### src/rtl/dbag_pkg.sv
// Shared encodings for the dual-block address generator.
// Assumes the size code is two bits wide; the reserved code behaves as 4 bytes.
package dbag_pkg;

    typedef enum logic [1:0] {
        ESZ_1B  = 2'd0,
        ESZ_2B  = 2'd1,
        ESZ_4B  = 2'd2,
        ESZ_RSV = 2'd3
    } esz_e;

    // Map a size code to its log2 byte count.
    function automatic logic [1:0] esz_shift(input logic [1:0] code);
        case (esz_e'(code))
            ESZ_1B:  return 2'd0;
            ESZ_2B:  return 2'd1;
            default: return 2'd2;
        endcase
    endfunction

endpackage

### src/rtl/dbag_step_calc.sv
// Combinational byte step for one region: stride (clamped to at least 1)
// scaled by element size. Assumes STEP_W = STRIDE_W + 2 covers 4 x max stride.
module dbag_step_calc
    import dbag_pkg::*;
#(
    parameter int STRIDE_W = 16,
    parameter int STEP_W   = STRIDE_W + 2
) (
    input  logic [1:0]          size_i,
    input  logic [STRIDE_W-1:0] stride_i,
    output logic [STEP_W-1:0]   step_o
);

    logic [STRIDE_W-1:0] stride_eff;
    logic [STEP_W-1:0]   stride_ext;

    // Clamp the stride to its minimum of one element.
    always_comb begin
        stride_eff = (stride_i == '0) ? STRIDE_W'(1) : stride_i;
        stride_ext = STEP_W'(stride_eff);
    end

    // Scale by the element size with a shift.
    always_comb begin
        step_o = stride_ext << esz_shift(size_i);
    end

endmodule

### src/rtl/dbag_block_cfg.sv
// Holds one region's configuration, captured on start, with a precomputed
// step. Assumes the inputs are valid in the capture cycle.
module dbag_block_cfg #(
    parameter int ADDR_W   = 32,
    parameter int STRIDE_W = 16,
    parameter int STEP_W   = STRIDE_W + 2
) (
    input  logic                clk,
    input  logic                rst_n,
    input  logic                cap_i,
    input  logic [ADDR_W-1:0]   top_i,
    input  logic [ADDR_W-1:0]   bot_i,
    input  logic [1:0]          size_i,
    input  logic [STRIDE_W-1:0] stride_i,
    output logic [ADDR_W-1:0]   top_q,
    output logic [ADDR_W-1:0]   bot_q,
    output logic [STEP_W-1:0]   step_q
);

    logic [STEP_W-1:0] step_d;

    dbag_step_calc #(
        .STRIDE_W (STRIDE_W),
        .STEP_W   (STEP_W)
    ) u_step (
        .size_i   (size_i),
        .stride_i (stride_i),
        .step_o   (step_d)
    );

    // Capture the region settings on start and hold them for the run.
    always_ff @(posedge clk) begin
        if (!rst_n) begin
            top_q  <= '0;
            bot_q  <= '0;
            step_q <= '0;
        end else if (cap_i) begin
            top_q  <= top_i;
            bot_q  <= bot_i;
            step_q <= step_d;
        end
    end

    // a captured step is never zero, even for stride 0.
    a_r4_step_nonzero: assert property (@(posedge clk) disable iff (!rst_n)
        cap_i |=> (step_q != '0));

endmodule

### src/rtl/dbag_addr_seq.sv
// Address state machine: loads region 1's first address on start, steps on
// advance and wraps at the active region's last address. The wrap test is an
// exact compare, so each last address must lie on the step grid.
module dbag_addr_seq #(
    parameter int ADDR_W = 32,
    parameter int STEP_W = 18
) (
    input  logic                       clk,
    input  logic                       rst_n,
    input  logic                       start_i,
    input  logic                       adv_i,
    input  logic                       dual_i,
    input  logic [ADDR_W-1:0]          start_top_i,
    input  logic [1:0][ADDR_W-1:0]     top_i,
    input  logic [1:0][ADDR_W-1:0]     bot_i,
    input  logic [1:0][STEP_W-1:0]     step_i,
    output logic [ADDR_W-1:0]          addr_o,
    output logic                       blk2_o,
    output logic                       blk_end_o
);

    localparam int PAD_W = ADDR_W - STEP_W;

    logic [ADDR_W-1:0] addr_q;
    logic              blk2_q;
    logic              end_q;
    logic              run_q;
    logic              dual_q;
    logic [ADDR_W-1:0] cur_bot;
    logic [ADDR_W-1:0] cur_step;
    logic              at_bot;

    // Select the active region's last address and step.
    always_comb begin
        cur_bot  = blk2_q ? bot_i[1] : bot_i[0];
        cur_step = {{PAD_W{1'b0}}, (blk2_q ? step_i[1] : step_i[0])};
        at_bot   = (addr_q == cur_bot);
    end

    // Advance, wrap or restart the address sequence.
    always_ff @(posedge clk) begin
        if (!rst_n) begin
            addr_q <= '0;
            blk2_q <= 1'b0;
            end_q  <= 1'b0;
            run_q  <= 1'b0;
            dual_q <= 1'b0;
        end else if (start_i) begin
            addr_q <= start_top_i;
            blk2_q <= 1'b0;
            end_q  <= 1'b0;
            run_q  <= 1'b1;
            dual_q <= dual_i;
        end else begin
            end_q <= 1'b0;
            if (run_q && adv_i) begin
                if (at_bot) begin
                    end_q <= 1'b1;
                    if (dual_q && !blk2_q) begin
                        blk2_q <= 1'b1;
                        addr_q <= top_i[1];
                    end else begin
                        blk2_q <= 1'b0;
                        addr_q <= top_i[0];
                    end
                end else begin
                    addr_q <= addr_q + cur_step;
                end
            end
        end
    end

    assign addr_o    = addr_q;
    assign blk2_o    = blk2_q;
    assign blk_end_o = end_q;

    // start lands on region 1's first address with region 1 active.
    a_r2_start_top: assert property (@(posedge clk) disable iff (!rst_n)
        start_i |=> (addr_o == $past(start_top_i)) && !blk2_o);

    // single-region runs never activate region 2.
    a_r5_single_stays: assert property (@(posedge clk) disable iff (!rst_n)
        !dual_q |-> !blk2_o);

    // an end pulse always coincides with a first address of the new region.
    a_r9_end_at_top: assert property (@(posedge clk) disable iff (!rst_n)
        blk_end_o |-> (addr_o == (blk2_o ? top_i[1] : top_i[0])));

    // without advance or start the address holds.
    a_r10_hold: assert property (@(posedge clk) disable iff (!rst_n)
        (!adv_i && !start_i) |=> $stable(addr_o));

endmodule

### src/rtl/dma_block_addr_gen.sv
// Top of the dual-block strided DMA address generator. One configuration
// holder per region (generated), feeding a shared address sequencer.
// Assumes ADDR_W exceeds STRIDE_W + 2.
module dma_block_addr_gen #(
    parameter int ADDR_W   = 32,
    parameter int STRIDE_W = 16
) (
    input  logic                clk,
    input  logic                rst_n,
    input  logic                start_i,
    input  logic                adv_i,
    input  logic                dual_i,
    input  logic [ADDR_W-1:0]   b1_top_i,
    input  logic [ADDR_W-1:0]   b1_bot_i,
    input  logic [1:0]          b1_size_i,
    input  logic [STRIDE_W-1:0] b1_stride_i,
    input  logic [ADDR_W-1:0]   b2_top_i,
    input  logic [ADDR_W-1:0]   b2_bot_i,
    input  logic [1:0]          b2_size_i,
    input  logic [STRIDE_W-1:0] b2_stride_i,
    output logic [ADDR_W-1:0]   addr_o,
    output logic                blk2_o,
    output logic                blk_end_o
);

    localparam int NBLK   = 2;
    localparam int STEP_W = STRIDE_W + 2;

    logic [NBLK-1:0][ADDR_W-1:0]   in_top;
    logic [NBLK-1:0][ADDR_W-1:0]   in_bot;
    logic [NBLK-1:0][1:0]          in_size;
    logic [NBLK-1:0][STRIDE_W-1:0] in_stride;
    logic [NBLK-1:0][ADDR_W-1:0]   cfg_top;
    logic [NBLK-1:0][ADDR_W-1:0]   cfg_bot;
    logic [NBLK-1:0][STEP_W-1:0]   cfg_step;

    // Gather the per-region inputs into arrays.
    always_comb begin
        in_top    = {b2_top_i,    b1_top_i};
        in_bot    = {b2_bot_i,    b1_bot_i};
        in_size   = {b2_size_i,   b1_size_i};
        in_stride = {b2_stride_i, b1_stride_i};
    end

    for (genvar b = 0; b < NBLK; b++) begin : g_blk
        dbag_block_cfg #(
            .ADDR_W   (ADDR_W),
            .STRIDE_W (STRIDE_W),
            .STEP_W   (STEP_W)
        ) u_cfg (
            .clk      (clk),
            .rst_n    (rst_n),
            .cap_i    (start_i),
            .top_i    (in_top[b]),
            .bot_i    (in_bot[b]),
            .size_i   (in_size[b]),
            .stride_i (in_stride[b]),
            .top_q    (cfg_top[b]),
            .bot_q    (cfg_bot[b]),
            .step_q   (cfg_step[b])
        );
    end

    dbag_addr_seq #(
        .ADDR_W (ADDR_W),
        .STEP_W (STEP_W)
    ) u_seq (
        .clk         (clk),
        .rst_n       (rst_n),
        .start_i     (start_i),
        .adv_i       (adv_i),
        .dual_i      (dual_i),
        .start_top_i (b1_top_i),
        .top_i       (cfg_top),
        .bot_i       (cfg_bot),
        .step_i      (cfg_step),
        .addr_o      (addr_o),
        .blk2_o      (blk2_o),
        .blk_end_o   (blk_end_o)
    );

endmodule

### config.mk
export PLATFORM = sky130hd
export DESIGN_NAME = dma_block_addr_gen
export DESIGN_NICKNAME = d
export VERILOG_FILES = /design/src/rtl/dbag_pkg.sv /design/src/rtl/dbag_step_calc.sv /design/src/rtl/dbag_block_cfg.sv /design/src/rtl/dbag_addr_seq.sv /design/src/rtl/dma_block_addr_gen.sv
export SDC_FILE = /design/constraint.sdc
export NUM_CORES = 1
export LEC_CHECK = 0
export ABC_CLOCK_PERIOD_IN_PS = 4700
export BUFFER_PORTS_ARGS = -buffer_cell sky130_fd_sc_hd__buf_2
export CAP_MARGIN = 40
export CORE_ASPECT_RATIO = 0.9
export CORE_MARGIN = 2
export CORE_UTILIZATION = 37
export DETAILED_ROUTE_END_ITERATION = 6
export PLACE_DENSITY_LB_ADDON = 0.08
export SYNTH_ARGS = -nofsm -noshare
export SYNTH_HDL_FRONTEND = slang
export SYNTH_SLANG_ARGS = --single-unit
export TNS_END_PERCENT = 5
### constraint.sdc
create_clock -name clk -period 4.7 [get_ports clk]
set_clock_uncertainty 0.2 [all_clocks]
set_input_delay 0.235 -clock clk [delete_from_list [all_inputs] [get_ports clk]]
set_output_delay 0.235 -clock clk [all_outputs]
set_load 0.02 [all_outputs]
Word level (Yosys, flattened, before mapping)
Index checks and enable logic that the tools add are counted.
Cells by class
  multiplexer cells: 12
  eq/ne operators: 3
  shift operators: 2
  bitwise operators: 2
  reduce and logical (&&, ||, !) cells: 11
  $add $sub $neg: 1
Operator list (number)
  2-to-1 mux 32 bit: 5
  left shift 16 x 2 -> 18 bit: 2
  adder 32 x 18 -> 32 bit: 1
  == test 32 bit: 1
  zero test 16 bit: 2
  2-to-1 mux 16 bit: 2
  2-to-1 mux 18 bit: 1
  case mux 2 bit (2 select lines): 2
  == test 2 x 1 -> 1 bit (second input constant): 2
  zero test 2 bit: 2
  OR reduction 3 bit: 1
  logical AND 1 bit: 2
  2-to-1 mux 1 bit: 2
  inverter 1 bit: 2
  AND reduction 2 bit: 1
  nonzero test 2 bit: 1
  OR reduction 2 bit: 1
  zero test 1 bit: 1
Storage, ports and cells
  word-level logic and storage cells: 42
  output and inout bits: 34
  bits in registers: 200
  input bits: 169

Depth between registers and ports, before layout
  word-level depth: 6
  depth in mapped cells: 15
  mapped depth without buffers: 11

By module
A second synthesis with hierarchy kept.
Unflattened totals
  cell total of the unflattened synthesis: 1169
  area total of the unflattened synthesis: 11369.7 um2
By module, submodules not included
  dbag_block_cfg: times used 2, cells an instance 264, sequential area each 1641.6 um2, area an instance 3190.6 um2
  dbag_addr_seq: times used 1, cells an instance 523, sequential area each 720.7 um2, area an instance 4195.3 um2
  dbag_step_calc: times used 2, cells an instance 59, sequential area each 0.0 um2, area an instance 396.6 um2

Least setup slack after synthesis
No wires, ideal clock.
  kind: register to register
  from: register u_seq.blk2_q, in the netlist u_seq.blk2_o
  to: register u_seq.addr_q[27], in the netlist u_seq.addr_o[27]
  setup time: 0.095 ns
  period minus slack after synthesis: 3.939 ns
  stages on the path, launching flop included: 15
  required time: 4.405 ns
  path buffers: 4
  arrival: 3.643 ns
  slack: 0.761 ns
  path through: dfxtp_1 > buf_6 > buf_4 > buf_4 > clkbuf_1 > mux2_2 > ha_1 > and3_1 > nand4_1 > a211oi_1 > o2111ai_1 > a21oi_1 > nand3_1 > xor2_1 > a221oi_1
On the way
  longest elaborated chain between the ends: 6
  elaborated cells on any way between the ends: 10
  classes of those cells: add/sub (1); eq/ne (1); mux (6); reduce/logical (2)
RTL lines
  start, declared: line dbag_addr_seq.sv:25  | logic blk2_q;
  start signal, assigned: line dbag_addr_seq.sv:44  | blk2_q <= 1'b0;
  start signal, assigned: line dbag_addr_seq.sv:50  | blk2_q <= 1'b0;
  start signal, assigned: line dbag_addr_seq.sv:60  | blk2_q <= 1'b1;
  parallel branches: the longest is 3 deep, another holds adder 32 x 18 -> 32 bit
  2-to-1 mux 32 bit *: line dbag_addr_seq.sv:57  | if (at_bot) begin
  2-to-1 mux 32 bit *: line dbag_addr_seq.sv:56  | if (run_q && adv_i) begin
  2-to-1 mux 32 bit *: line dbag_addr_seq.sv:48  | end else if (start_i) begin
  end signal, assigned: line dbag_addr_seq.sv:49  | addr_q <= start_top_i;
  end signal, assigned: line dbag_addr_seq.sv:61  | addr_q <= top_i[1];
  end signal, assigned: line dbag_addr_seq.sv:64  | addr_q <= top_i[0];
  end, declared: line dbag_addr_seq.sv:24  | logic [ADDR_W-1:0] addr_q;
Every way passes the cells marked *. The select of a mux whose other input is x is not followed.
A chain may end at the register's enable or synchronous reset.

Final worst setup path
Ends and elaborated chain as after synthesis.

==> reports/results.tsv <==
metric	value	unit
fin crit share	0.812	
WP data required	4.85	ns
clock share of power	0.375	
n_diodes	0	
Slew Limit Fails	0	
area delta synth->final	29.8	%
setup TNS	0	ns
worst r2r src	u_seq.blk2_o$_SDFFE_PP0P_	
first-pass GRT wire length	50000	um
syn_nets	1339	
max-cap viol count	0	
Tot GR Track Use	0.211	
CTS tree	yes	
EDFF count, synth	0	
I/O Buffers	202	
Synth cell types	59	
RSZ-0062 raised after global routing	false	
clk sinks	200	
layout net count	1624	
CTS Buffer Depth	2	
Main synth FF type	dfxtp_1	
worst min-delay path startpoint	b2_stride_i[11]	
row cnt	59	
num ports	203	
Seq/Total Area, Yosys	0.368	
clk slew on worst S/H paths	0.08	ns
status	completed	
Clock Tree Root	clkbuf_16	
CTS Hold Bufs	132	
crit path launch type	flip-flop	
Initial Utilization	0.376	
DR vias/cell	4.92	
Worst Path Class, Setup	reg -> reg	
share of cells above drive strength 1	0.191	
vias in the first global route	8647	
sw frac	0.269	
setup violators final	0	
post-synthesis cell count	1151	
yosys warns	0	
Die ar.	30800	um2
combinational share of power	0.182	
routing usage on met1	0.330	
Reg power frac	0.443	
Hold Crit Class	in -> reg	
#FFs+latches synth	200	
CP startpoint	u_seq.blk2_o$_SDFFE_PP0P_	
Psw	1150	uW
Max VDD drop	270	uV
later-pin clock latency in the skew report	0.45	ns
Final Hold Viols	0	
initial drt markers	546	
crit path capture type	flip-flop	
Vias	9065	
relative slew slack	0.422	
CTS H-tree lvls	4	
placer congestion estimate	0.818	
Total Routed Length	33000	um
WHS	0.0266	ns
routed wire length per instance	17.9	um
Leakage	0.00614	uW
worst slew pin tran	0.860	ns
Post-CTS Resized	0	
core area	28900	um2
Syn Area/Cell	9.46	um2
GRT Residual Overflow	0	
cell area after synthesis	10900	um2
DP Wirelength	23500	um
Die X	185	um
power density over cell area	303	nW/um2
drt pass-1 iters	4	
crit path time final	3.81	ns
gr busiest metal	met1	
largest net degree at the start of global routing	113	
Post-CTS Setup Inserts	0	
Critical Path AT	3.97	ns
fmax	262	MHz
Post-synth ARST share	0	
initial antenna violation count	0	
Chip Height	167	um
Crit Path Max Fanout	21	
met2 Use GR	0.304	
Remaining DRCs	0	
met3 Track Usage GR	0.0332	
cts bufs inserted	17	
number of routed nets with antenna violations	0	
Internal	3130	uW
-- path summary, 6_finish.rpt --
check                                                         endpoint  slack (ns)  depth (start not counted)
worst max-delay path                     u_seq.addr_o[27]$_SDFFE_PN0P_        0.89                         10
worst min-delay path            g_blk[1].u_cfg.step_q[13]$_SDFFE_PN0P_        0.03                          5
worst max register to register           u_seq.addr_o[27]$_SDFFE_PN0P_        0.89                         10
worst min register to register                u_seq.run_q$_SDFFE_PN0P_        0.27                          1
-- cell usage in the layout (no fill, tap or decap), types with 6 or more instances in the layout --
master           n
mux2_2          28
o21ai_0         51
o21ai_1          7
xor2_1          15
buf_4           11
buf_2          200
or3_1            9
ha_1            18
clkbuf_16       17
xnor2_1         41
a211oi_1        11
nor2_1          23
mux2i_1        240
and3_1           7
nor4_1          16
nor2b_1        165
a221oi_1         6
dfxtp_1        199
nor3_1          14
dlygate4sd3_1  132
o211ai_1        15
a21oi_1         48
inv_1            7
a21o_1           6
nand3_1         11
nand2_1         67
-- flip-flops by register name, indices dropped and copies added (netlist names) --
signal              count
g_blk.u_cfg.bot_q      64
g_blk.u_cfg.top_q      64
g_blk.u_cfg.step_q     36
u_seq.addr_o           32
u_seq.blk2_o            1
u_seq.blk_end_o         1
u_seq.dual_q            1
u_seq.run_q             1
-- worst max-delay path, stage by stage (launching register included) --
cell and delay [ns]:
dfxtp_2 0.68, mux2_2 0.40, ha_1 0.38, and3_1 0.26
nand4_1 0.11, a211oi_1 0.40, o2111ai_1 0.29, a21oi_1 0.45
nand3_1 0.15, xor2_1 0.16, a221oi_1 0.24
-- stage by stage --
stage	instance area, um2	power (uW)	setup slack (ns)	std cells	util
6_report	14100	4290	0.885	1844	0.488
5_1_grt	14100	4490	0.618	1844	0.488
4_1_cts	14100	4340	0.886	1844	0.488
3_5_place_dp	12200	2630	0.898	1681	0.421
3_3_place_gp	12200	2630	0.991	1681	0.421
2_1_floorplan	10900	2370	0.761	1151	-
-- final cells by class --
cell class / count / area, um2
clock buffer: 19 / 433
fill: 2846 / 14800
inverter: 7 / 26.3
sequential: 200 / 4010
multi-input combinational: 863 / 6490
clock inverter: 12 / 200
timing repair buffer: 347 / 2480
tap: 396 / 495
-- synthesized netlist by cell type, drive strengths merged (2+ instances only) --
cell type  count  area, um2
a31oi          5       31.3
nor3b          2       15.0
o22ai          3       18.8
a21o           6       45.0
or3            9       56.3
a211oi        12       95.1
a22o           2       17.5
o21ai         58        290
and3           7       43.8
dfxtp        200       4000
o211ai        15        113
xor2          15        131
a32o           2       20.0
a21oi         48        240
xnor2         41        359
a221o          2       20.0
nor2b        165       1030
o32ai          4       35.0
o21bai         3       22.5
a21boi         2       15.0
a2111oi        2       17.5
nand4          4       25.0
inv            7       26.3
a41oi          5       43.8
buf           28        170
mux2          29        327
nand3         11       55.1
nor2          24       97.6
mux2i        240       2400
nand2         68        258
and2           4       25.0
and4           3       26.3
nor4          17        113
a221oi         6       52.6
nor3          14       70.1
clkbuf        53        199
o21a           3       22.5
ha            18        225
o211a          3       30.0
-- power by group through the flow --
stage | sequential (uW) | clock [uW] | combinational [uW]
after CTS | 1900 | 1660 | 782
after floorplan | 1920 | 0 | 448
after global routing | 1910 | 1720 | 855
final | 1900 | 1610 | 781
after global placement | 1940 | 0 | 691
after detailed placement | 1940 | 0 | 695
-- cells by family after synthesis --
family / synth area share
flip-flops: 0.368
buffers and inverters: 0.0363
multiplexers: 0.251
AO/OA/AOI/OAI: 0.111
AND/OR/NAND/NOR: 0.167
adder cells (fa/ha/maj): 0.0225
XOR/XNOR: 0.0450
-- layer usage --
layer,vias up,part of all wire
met5,-,0
met4,0,0.0077
met3,14,0.038
met2,178,0.41
met1,4204,0.54
li1,4669,-
No activity file was read; power rests on OpenSTA's default activity.
